### config.mk
export PLATFORM = sky130hd
export DESIGN_NAME = errmb_top
export DESIGN_NICKNAME = d
export VERILOG_FILES = /design/src/rtl/errmb_pkg.sv /design/src/rtl/errmb_arbiter.sv /design/src/rtl/errmb_sender.sv /design/src/rtl/errmb_top.sv
export SDC_FILE = /design/constraint.sdc
export NUM_CORES = 1
export LEC_CHECK = 0
export ABC_AREA = 1
export CORE_MARGIN = 4
export CORE_UTILIZATION = 45
export DETAILED_ROUTE_END_ITERATION = 12
export PLACE_DENSITY = 0.81
export SETUP_SLACK_MARGIN = 0.2
export SLEW_MARGIN = 20
export SYNTH_ARGS = -nofsm -noshare
export SYNTH_HDL_FRONTEND = slang
export SYNTH_SLANG_ARGS = --single-unit
### constraint.sdc
create_clock -name clk -period 1.7 [get_ports clk]
set_input_delay 0.34 -clock clk [delete_from_list [all_inputs] [get_ports clk]]
set_output_delay 0.34 -clock clk [all_outputs]
set_load 0.05 [all_outputs]
### src/rtl/errmb_pkg.sv
package errmb_pkg;
  localparam int REG_W = 32;
  localparam int SEL_W = 3;

  typedef enum logic [1:0] {EV_NONE, EV_UNSUP, EV_VMIS, EV_TRAP} ev_kind_t;
  typedef enum logic [0:0] {SND_RUN, SND_HALT} snd_state_t;

  localparam logic [SEL_W-1:0] SEL_CMD  = 3'd0;
  localparam logic [SEL_W-1:0] SEL_ADDR = 3'd1;
  localparam logic [SEL_W-1:0] SEL_WDAT = 3'd2;
  localparam logic [SEL_W-1:0] SEL_RDAT = 3'd3;
  localparam logic [SEL_W-1:0] SEL_FLAG = 3'd4;
  localparam logic [SEL_W-1:0] SEL_IEN  = 3'd5;
  localparam logic [SEL_W-1:0] SEL_DROP = 3'd6;

  localparam logic [REG_W-1:0] POST_MASK = {1'b1, {(REG_W-2){1'b0}}, 1'b1};

  // Command word for an event class: all ones minus a class offset.
  function automatic logic [REG_W-1:0] cmd_code(ev_kind_t k);
    case (k)
      EV_TRAP:  cmd_code = ~REG_W'(1);
      EV_UNSUP: cmd_code = ~REG_W'(2);
      EV_VMIS:  cmd_code = ~REG_W'(3);
      default:  cmd_code = '0;
    endcase
  endfunction

  function automatic logic halts_sender(ev_kind_t k);
    halts_sender = (k == EV_TRAP) || (k == EV_VMIS);
  endfunction

  function automatic logic msg_pending(logic [REG_W-1:0] f);
    msg_pending = f[0] | f[REG_W-1];
  endfunction
endpackage

### src/rtl/errmb_arbiter.sv
module errmb_arbiter
  import errmb_pkg::*;
(
  input  logic     trap,
  input  logic     vmis,
  input  logic     unsup,
  output ev_kind_t kind
);
  always_comb begin
    if (trap)       kind = EV_TRAP;
    else if (vmis)  kind = EV_VMIS;
    else if (unsup) kind = EV_UNSUP;
    else            kind = EV_NONE;
  end
endmodule

### src/rtl/errmb_sender.sv
module errmb_sender
  import errmb_pkg::*;
#(
  parameter int CNT_W = 8
) (
  input  logic             clk,
  input  logic             rst_n,
  input  ev_kind_t         kind,
  input  logic             pending,
  input  logic             restart,
  output logic             posted,
  output logic             dropped,
  output logic             halted,
  output logic [CNT_W-1:0] drop_cnt
);
  snd_state_t state_q;
  logic       any_ev;

  assign any_ev  = (kind != EV_NONE);
  assign halted  = (state_q == SND_HALT);
  assign posted  = !halted && any_ev && !pending;
  assign dropped = !halted && any_ev && pending;

  always_ff @(posedge clk) begin
    if (!rst_n) begin
      state_q  <= SND_RUN;
      drop_cnt <= '0;
    end else begin
      case (state_q)
        SND_RUN:  if (any_ev && halts_sender(kind)) state_q <= SND_HALT;
        SND_HALT: if (restart) state_q <= SND_RUN;
        default:  state_q <= SND_RUN;
      endcase
      if (dropped) drop_cnt <= drop_cnt + 1'b1;
    end
  end
endmodule

### src/rtl/errmb_top.sv
module errmb_top
  import errmb_pkg::*;
#(
  parameter int NUM_W = 8,
  parameter int CNT_W = 8
) (
  input  logic             clk,
  input  logic             rst_n,
  input  logic             ev_trap,
  input  logic [REG_W-1:0] ev_trap_addr,
  input  logic             ev_unsup,
  input  logic [NUM_W-1:0] ev_unsup_num,
  input  logic             ev_vmis,
  input  logic             c_wr,
  input  logic [SEL_W-1:0] c_sel,
  input  logic [REG_W-1:0] c_wdata,
  output logic [REG_W-1:0] c_rdata,
  input  logic             m_wr,
  input  logic [SEL_W-1:0] m_sel,
  input  logic [REG_W-1:0] m_wdata,
  output logic [REG_W-1:0] m_rdata,
  input  logic             m_restart,
  output logic             m_irq,
  output logic             c_halted
);
  localparam int NPORT = 2;

  ev_kind_t         kind;
  logic             posted, dropped, halted, pending;
  logic [CNT_W-1:0] drop_cnt;
  logic [REG_W-1:0] cmd_q, addr_q, wdat_q, rdat_q, flag_q, ack_mask;
  logic             ien_q;

  errmb_arbiter u_arb (
    .trap(ev_trap), .vmis(ev_vmis), .unsup(ev_unsup), .kind(kind)
  );

  assign pending = msg_pending(flag_q);

  errmb_sender #(.CNT_W(CNT_W)) u_snd (
    .clk(clk), .rst_n(rst_n), .kind(kind), .pending(pending),
    .restart(m_restart), .posted(posted), .dropped(dropped),
    .halted(halted), .drop_cnt(drop_cnt)
  );

  assign ack_mask = (m_wr && m_sel == SEL_FLAG) ? m_wdata : '0;

  always_ff @(posedge clk) begin
    if (!rst_n) begin
      cmd_q  <= '0;
      addr_q <= '0;
      wdat_q <= '0;
      rdat_q <= '0;
      flag_q <= '0;
      ien_q  <= 1'b0;
    end else begin
      if (posted) begin
        cmd_q <= cmd_code(kind);
        if (kind == EV_TRAP)  addr_q <= ev_trap_addr;
        if (kind == EV_UNSUP) wdat_q <= REG_W'(ev_unsup_num);
      end else if (c_wr) begin
        case (c_sel)
          SEL_CMD:  cmd_q  <= c_wdata;
          SEL_ADDR: addr_q <= c_wdata;
          SEL_WDAT: wdat_q <= c_wdata;
          default: ;
        endcase
      end
      if (m_wr && m_sel == SEL_RDAT) rdat_q <= m_wdata;
      if (m_wr && m_sel == SEL_IEN)  ien_q  <= m_wdata[0];
      flag_q <= (flag_q & ~ack_mask) | (posted ? POST_MASK : '0);
    end
  end

  assign m_irq    = ien_q && (flag_q != '0);
  assign c_halted = halted;

  // Both ports share one read map.
  logic [SEL_W-1:0] rsel [NPORT];
  logic [REG_W-1:0] rword[NPORT];
  assign rsel[0] = c_sel;
  assign rsel[1] = m_sel;

  for (genvar p = 0; p < NPORT; p++) begin : g_rd
    always_comb begin
      case (rsel[p])
        SEL_CMD:  rword[p] = cmd_q;
        SEL_ADDR: rword[p] = addr_q;
        SEL_WDAT: rword[p] = wdat_q;
        SEL_RDAT: rword[p] = rdat_q;
        SEL_FLAG: rword[p] = flag_q;
        SEL_IEN:  rword[p] = REG_W'(ien_q);
        SEL_DROP: rword[p] = REG_W'(drop_cnt);
        default:  rword[p] = '0;
      endcase
    end
  end

  assign c_rdata = rword[0];
  assign m_rdata = rword[1];
endmodule

==> results.md, run 1 <==
* Initial Util at 45.8%
* Ranking of synthesized cells by area: dfxtp_1 (37%), nand2_1 (18%), nand3_1 (7.3%)
* Die Ht at 152 um
* Yosys top cell by area: dfxtp_1
* Clock Sinks at 170
* Clock Path Buffers at 2
* Cell with the most instances after synthesis: nand2_1
* CTS root buf: clkbuf_16
* # hold bufs at CTS at 0
* Status: did not finish
* Synth Warn # at 0
* Cts bufs inserted at 17
* Halt Stage: global routing (5_1_grt)
* I/O pins at 184
* Die width at 152 um
* Post-GRT worst EP: c_rdata[13]
* Category of the worst endpoint: primary output
* Post-Syn Instances at 1497
* Asr flop ratio synth at 0%
* Post-synth top cells: nand2_1 (452), inv_1 (171), dfxtp_1 (170)
* IO buf count at 183
* Top_reg_cell synth: dfxtp_1
* Top cell type's share of synthesized area at 36.7%
* Largest net degree at the start of global routing at 97
* Row cnt at 52
* Mean Syn Cell Area at 6.20 um^2
* GRT Total Usage at 77.5%
* Grt ovf at 15
* Mapped Area at 9280 um^2
* Yosys cell types at 28
* Initial antenna violation count at 3
* Post-Synthesis Net Count at 1616
* H-tree depth at 4
* First error: [ERROR GRT-0232] Routing congestion too high. Check the congestion heatmap in the GUI.
* GP Congestion at 0.961
* Inst Count DP at 1963
* Sequential area share after synthesis at 36.7%
* Post-synth EDFFs at 0
* HPWL Detailed at 26800 um
* Seq cells post-synth at 170
per-layer routing:
| metal | global-route usage (%) | overflow |
|---|---|---|
| met1 | 77.2 | 0 |
| met3 | 67.8 | 0 |
| met4 | 75.4 | 10 |
| met5 | 38.4 | 0 |
| met2 | 89.8 | 5 |
through the flow:
stage	util (%)	instance area (um^2)	setup slack (ns)
after floorplan	-	9700	-0.139
after global placement	64.8	13100	-0.668
after detailed placement	64.8	13100	-0.699
after CTS	81.9	16600	-0.314
cells by family after synthesis:
family / count (synthesis) / share of synthesized area [%]
AND/OR/NAND/NOR: 746 / 33.1
buffers and inverters: 277 / 12.1
adder cells (fa/ha/maj): 1 / 0.135
AO/OA/AOI/OAI: 302 / 17.9
XOR/XNOR: 1 / 0.0944
flip-flops: 170 / 36.7
what timing repair did:
item | 4_1_cts
pin swaps | 128
endpoints found under the setup margin | 225
cloned | 32
buffers inserted | 54
resized for setup | 416
==> inputs of run 2 (changes only) <==
--- a/config.mk
+++ b/config.mk
@@ -7,10 +7,9 @@
 export LEC_CHECK = 0
 export ABC_AREA = 1
 export CORE_MARGIN = 4
-export CORE_UTILIZATION = 45
+export CORE_UTILIZATION = 30
 export DETAILED_ROUTE_END_ITERATION = 12
-export PLACE_DENSITY = 0.81
-export SETUP_SLACK_MARGIN = 0.2
+export PLACE_DENSITY_LB_ADDON = 0.15
 export SLEW_MARGIN = 20
 export SYNTH_ARGS = -nofsm -noshare
 export SYNTH_HDL_FRONTEND = slang
==> run 2 against run 1 <==
  * The flow now finishes, with violations (negative setup slack)
  * Synthesized cell count did not move
  * Area after synthesis unchanged
==> results.md, run 2 <==
* Status: finished, violations left
* Failing checks: negative setup slack
* Worst setup margin at -0.291 ns
* Clock Skews at 0.0239 ns
* Yosys cell types at 28
* Compound-Gate Fraction of Synth Area at 17.9%
* Post-synthesis xor/xnor area fraction at 0.0944%
* Post-Syn Instances at 1497
* Vias/cell at 5.21
* CP max-delay cell: buf_4
* Reg clk slew, reported paths at 0.08 ns
* VDD IR max at 0.729 mV
* Most frequent cells in the layout: nand2_1 (372), dfxtp_1 (144), inv_1 (120)
* Top achievable clock speed at 0.502 GHz
* Crit Path Class: in2out
* Crit path buffers/inverters at 7
* Main combinational cell family by area after synthesis: simple AND/OR/NAND/NOR gates
* Commonest non-fill, non-tap cell in the layout: nand2_1
* Synth Warn # at 0
* Initial antenna violation count at 1
* Total power at 13.4 mW
* Met2 WL at 20700 um
* Transition time of the tightest slew-check pin at 0.453 ns
* Most frequent CP cell: buf_4
* Sw Pwr at 5.03 mW
* Clock Path Buffers at 2
* Cell with the most instances after synthesis: nand2_1
* Worst-Skew Late Latency at 0.45 ns
* CP peak stage delay at 0.20 ns
* Post-Synthesis Net Count at 1616
* Die width at 184 um
* Fin crit share at 117%
* Top_reg_cell synth: dfxtp_1
* Initial Util at 30.4%
* Cts bufs inserted at 17
* Mapped Area at 9280 um^2
* Pleak at 7.19 nW
* Seq cells post-synth at 170
* H-tree depth at 4
* Clock Sinks at 170
* Hold Worst Slack at 0.253 ns
* Post-Synth Simple-Gate Area at 33.1%
* Tmin final at 1.99 ns
* Hold Fails Final Rpt at 0
* RSZ-0062 raised after global routing: true
* CTS tree: yes
* Multiplexer area fraction after synthesis at 0%
* Worst path cell trace: buf_8, buf_6, inv_12, nand3_4, buf_4, clkbuf_16, buf_4, o21ai_4, buf_12
* Die Ht at 184 um
* Post-synthesis adder-cell area fraction at 0.135%
* Mean Syn Cell Area at 6.20 um^2
* Worst Hold Class: in2reg
* Max Used Layer: met4
* Area of the die at 33800 um^2
* CTS root buf: clkbuf_16
* Routed len/inst at 20.5 um
* IO buf count at 183
* Row cnt at 64
* DRT antenna net count at 0
* Switching Fraction at 37.5%
* HPWL Detailed at 29600 um
* DRC viols at 0
* First-pass GRT wire length at 62400 um
* Largest net degree at the start of global routing at 94
* Met3 wire length at 3230 um
* Clock Power Share at 31.4%
* WL met1 at 19900 um
* Area Growth Syn to Fin at 83.0%
* Top cell type's share of synthesized area at 36.7%
* DR pass1 iterations at 9
* Drt total wl at 45400 um
* Yosys top cell by area: dfxtp_1
* CP required at 1.36 ns
* Post-synth EDFFs at 0
* GRT Total Usage at 23.8%
* Core area at 30500 um^2
* Post-synth top cells: nand2_1 (452), inv_1 (171), dfxtp_1 (170)
* CP top delay family: buffers and inverters
* # setup viols final at 133
* GP Congestion at 0.912
* Crit path DAT at 1.65 ns
* Asr flop ratio synth at 0%
* Crit end category: primary output
* Vias in the first global route at 10400
* Max_slew headroom at 69.8%
* Pwr dens at 791 nW/um^2
* Combinational share of power at 34.2%
* Max-slew violation count at 0
* Cell Int Power at 8.39 mW
* I/O pins at 184
* Ranking of synthesized cells by area: dfxtp_1 (37%), nand2_1 (18%), nand3_1 (7.3%)
* Sequential area share after synthesis at 36.7%
* First DRT Iteration DRCs at 1053
* Grt ovf at 0
* Via Count at 11500
* Flop pwr share at 34.4%
* CP Launch Type: input port
* Ratio of cells with drive above 1 in the final layout at 38.4%
* Max-Cap Viols at 0
* Final net count at 1917
* Maximum fanout along the worst path at 5
[run 2: cell counts after synthesis]
Identical to the previous run, type by type.
[run 2: per-stage QoR]
stage,setup WS (ns),area [um^2],setup TNS [ns],util [%],cells
2_1_floorplan,-0.203,9430,-4.64,-,1497
3_3_place_gp,-0.895,13100,-141.01,43.1,2104
3_5_place_dp,-0.893,13100,-142.57,43.1,2104
4_1_cts,-0.273,15100,-12.18,49.4,2160
5_1_grt,-0.299,17000,-21.93,55.6,2208
6_report,-0.291,17000,-16.63,55.6,2208
[run 2: kinds of logic (layout without fill, tap and decap cells)]
family,Yosys count,after routing
flip-flops,170,170
other,0,1
AND/OR/NAND/NOR,746,747
adder cells (fa/ha/maj),1,1
XOR/XNOR,1,1
AO/OA/AOI/OAI,302,302
buffers and inverters,277,590
[run 2: layout make-up]
| type | count | area [um^2] |
|---|---|---|
| antenna | 1 | 2.50 |
| clock buffer | 17 | 425 |
| clock inverter | 15 | 209 |
| fill | 2697 | 13500 |
| inverter | 185 | 808 |
| multi-input combinational | 1051 | 6510 |
| sequential | 170 | 3450 |
| tap | 396 | 495 |
| timing repair buffer | 371 | 5060 |
| timing repair inverter | 2 | 10.0 |
[run 2: worst paths after layout]
check | to | slack [ns] | depth (start not counted) | startpoint
worst max-delay path | c_rdata[14] | -0.29 | 9 | c_sel[2]
worst min-delay path | flag_q[12] | 0.25 | 3 | rst_n
worst max register to register | wdat_q[30] | -0.15 | 11 | flag_q[31]
worst min register to register | u_snd.halted | 0.46 | 1 | u_snd.halted
[run 2: worst min-delay path, cell delays in order]
cell and delay, ns:
buf_4 0.18, nand3_1 0.10, inv_1 0.03
[run 2: repair_timing]
item | CTS | global route
gates resized for setup | 291 | 429
hold buffers | 0 | 0
setup endpoints to repair | 223 | 121
pin swaps | 49 | 92
gates cloned | 10 | 17
setup buffers | 19 | 39
[run 2: routing by layer]
metal	up-vias	global-route usage [%]
met3	99	3.68
met1	5415	34.7
li1	5458	-
met4	0	7.90
met5	-	0
met2	530	36.0
[run 2: power by group through the flow]
| stage | Combinational [mW] | Sequential (mW) | Clock (mW) |
|---|---|---|---|
| after floorplan | 1.79 | 4.52 | 0 |
| after global placement | 3.33 | 4.62 | 0 |
| after detailed placement | 3.34 | 4.61 | 0 |
| after CTS | 3.69 | 4.54 | 4.24 |
| after global routing | 4.86 | 4.63 | 4.39 |
| final | 4.60 | 4.61 | 4.22 |
Power figures use the tool's default switching activity.
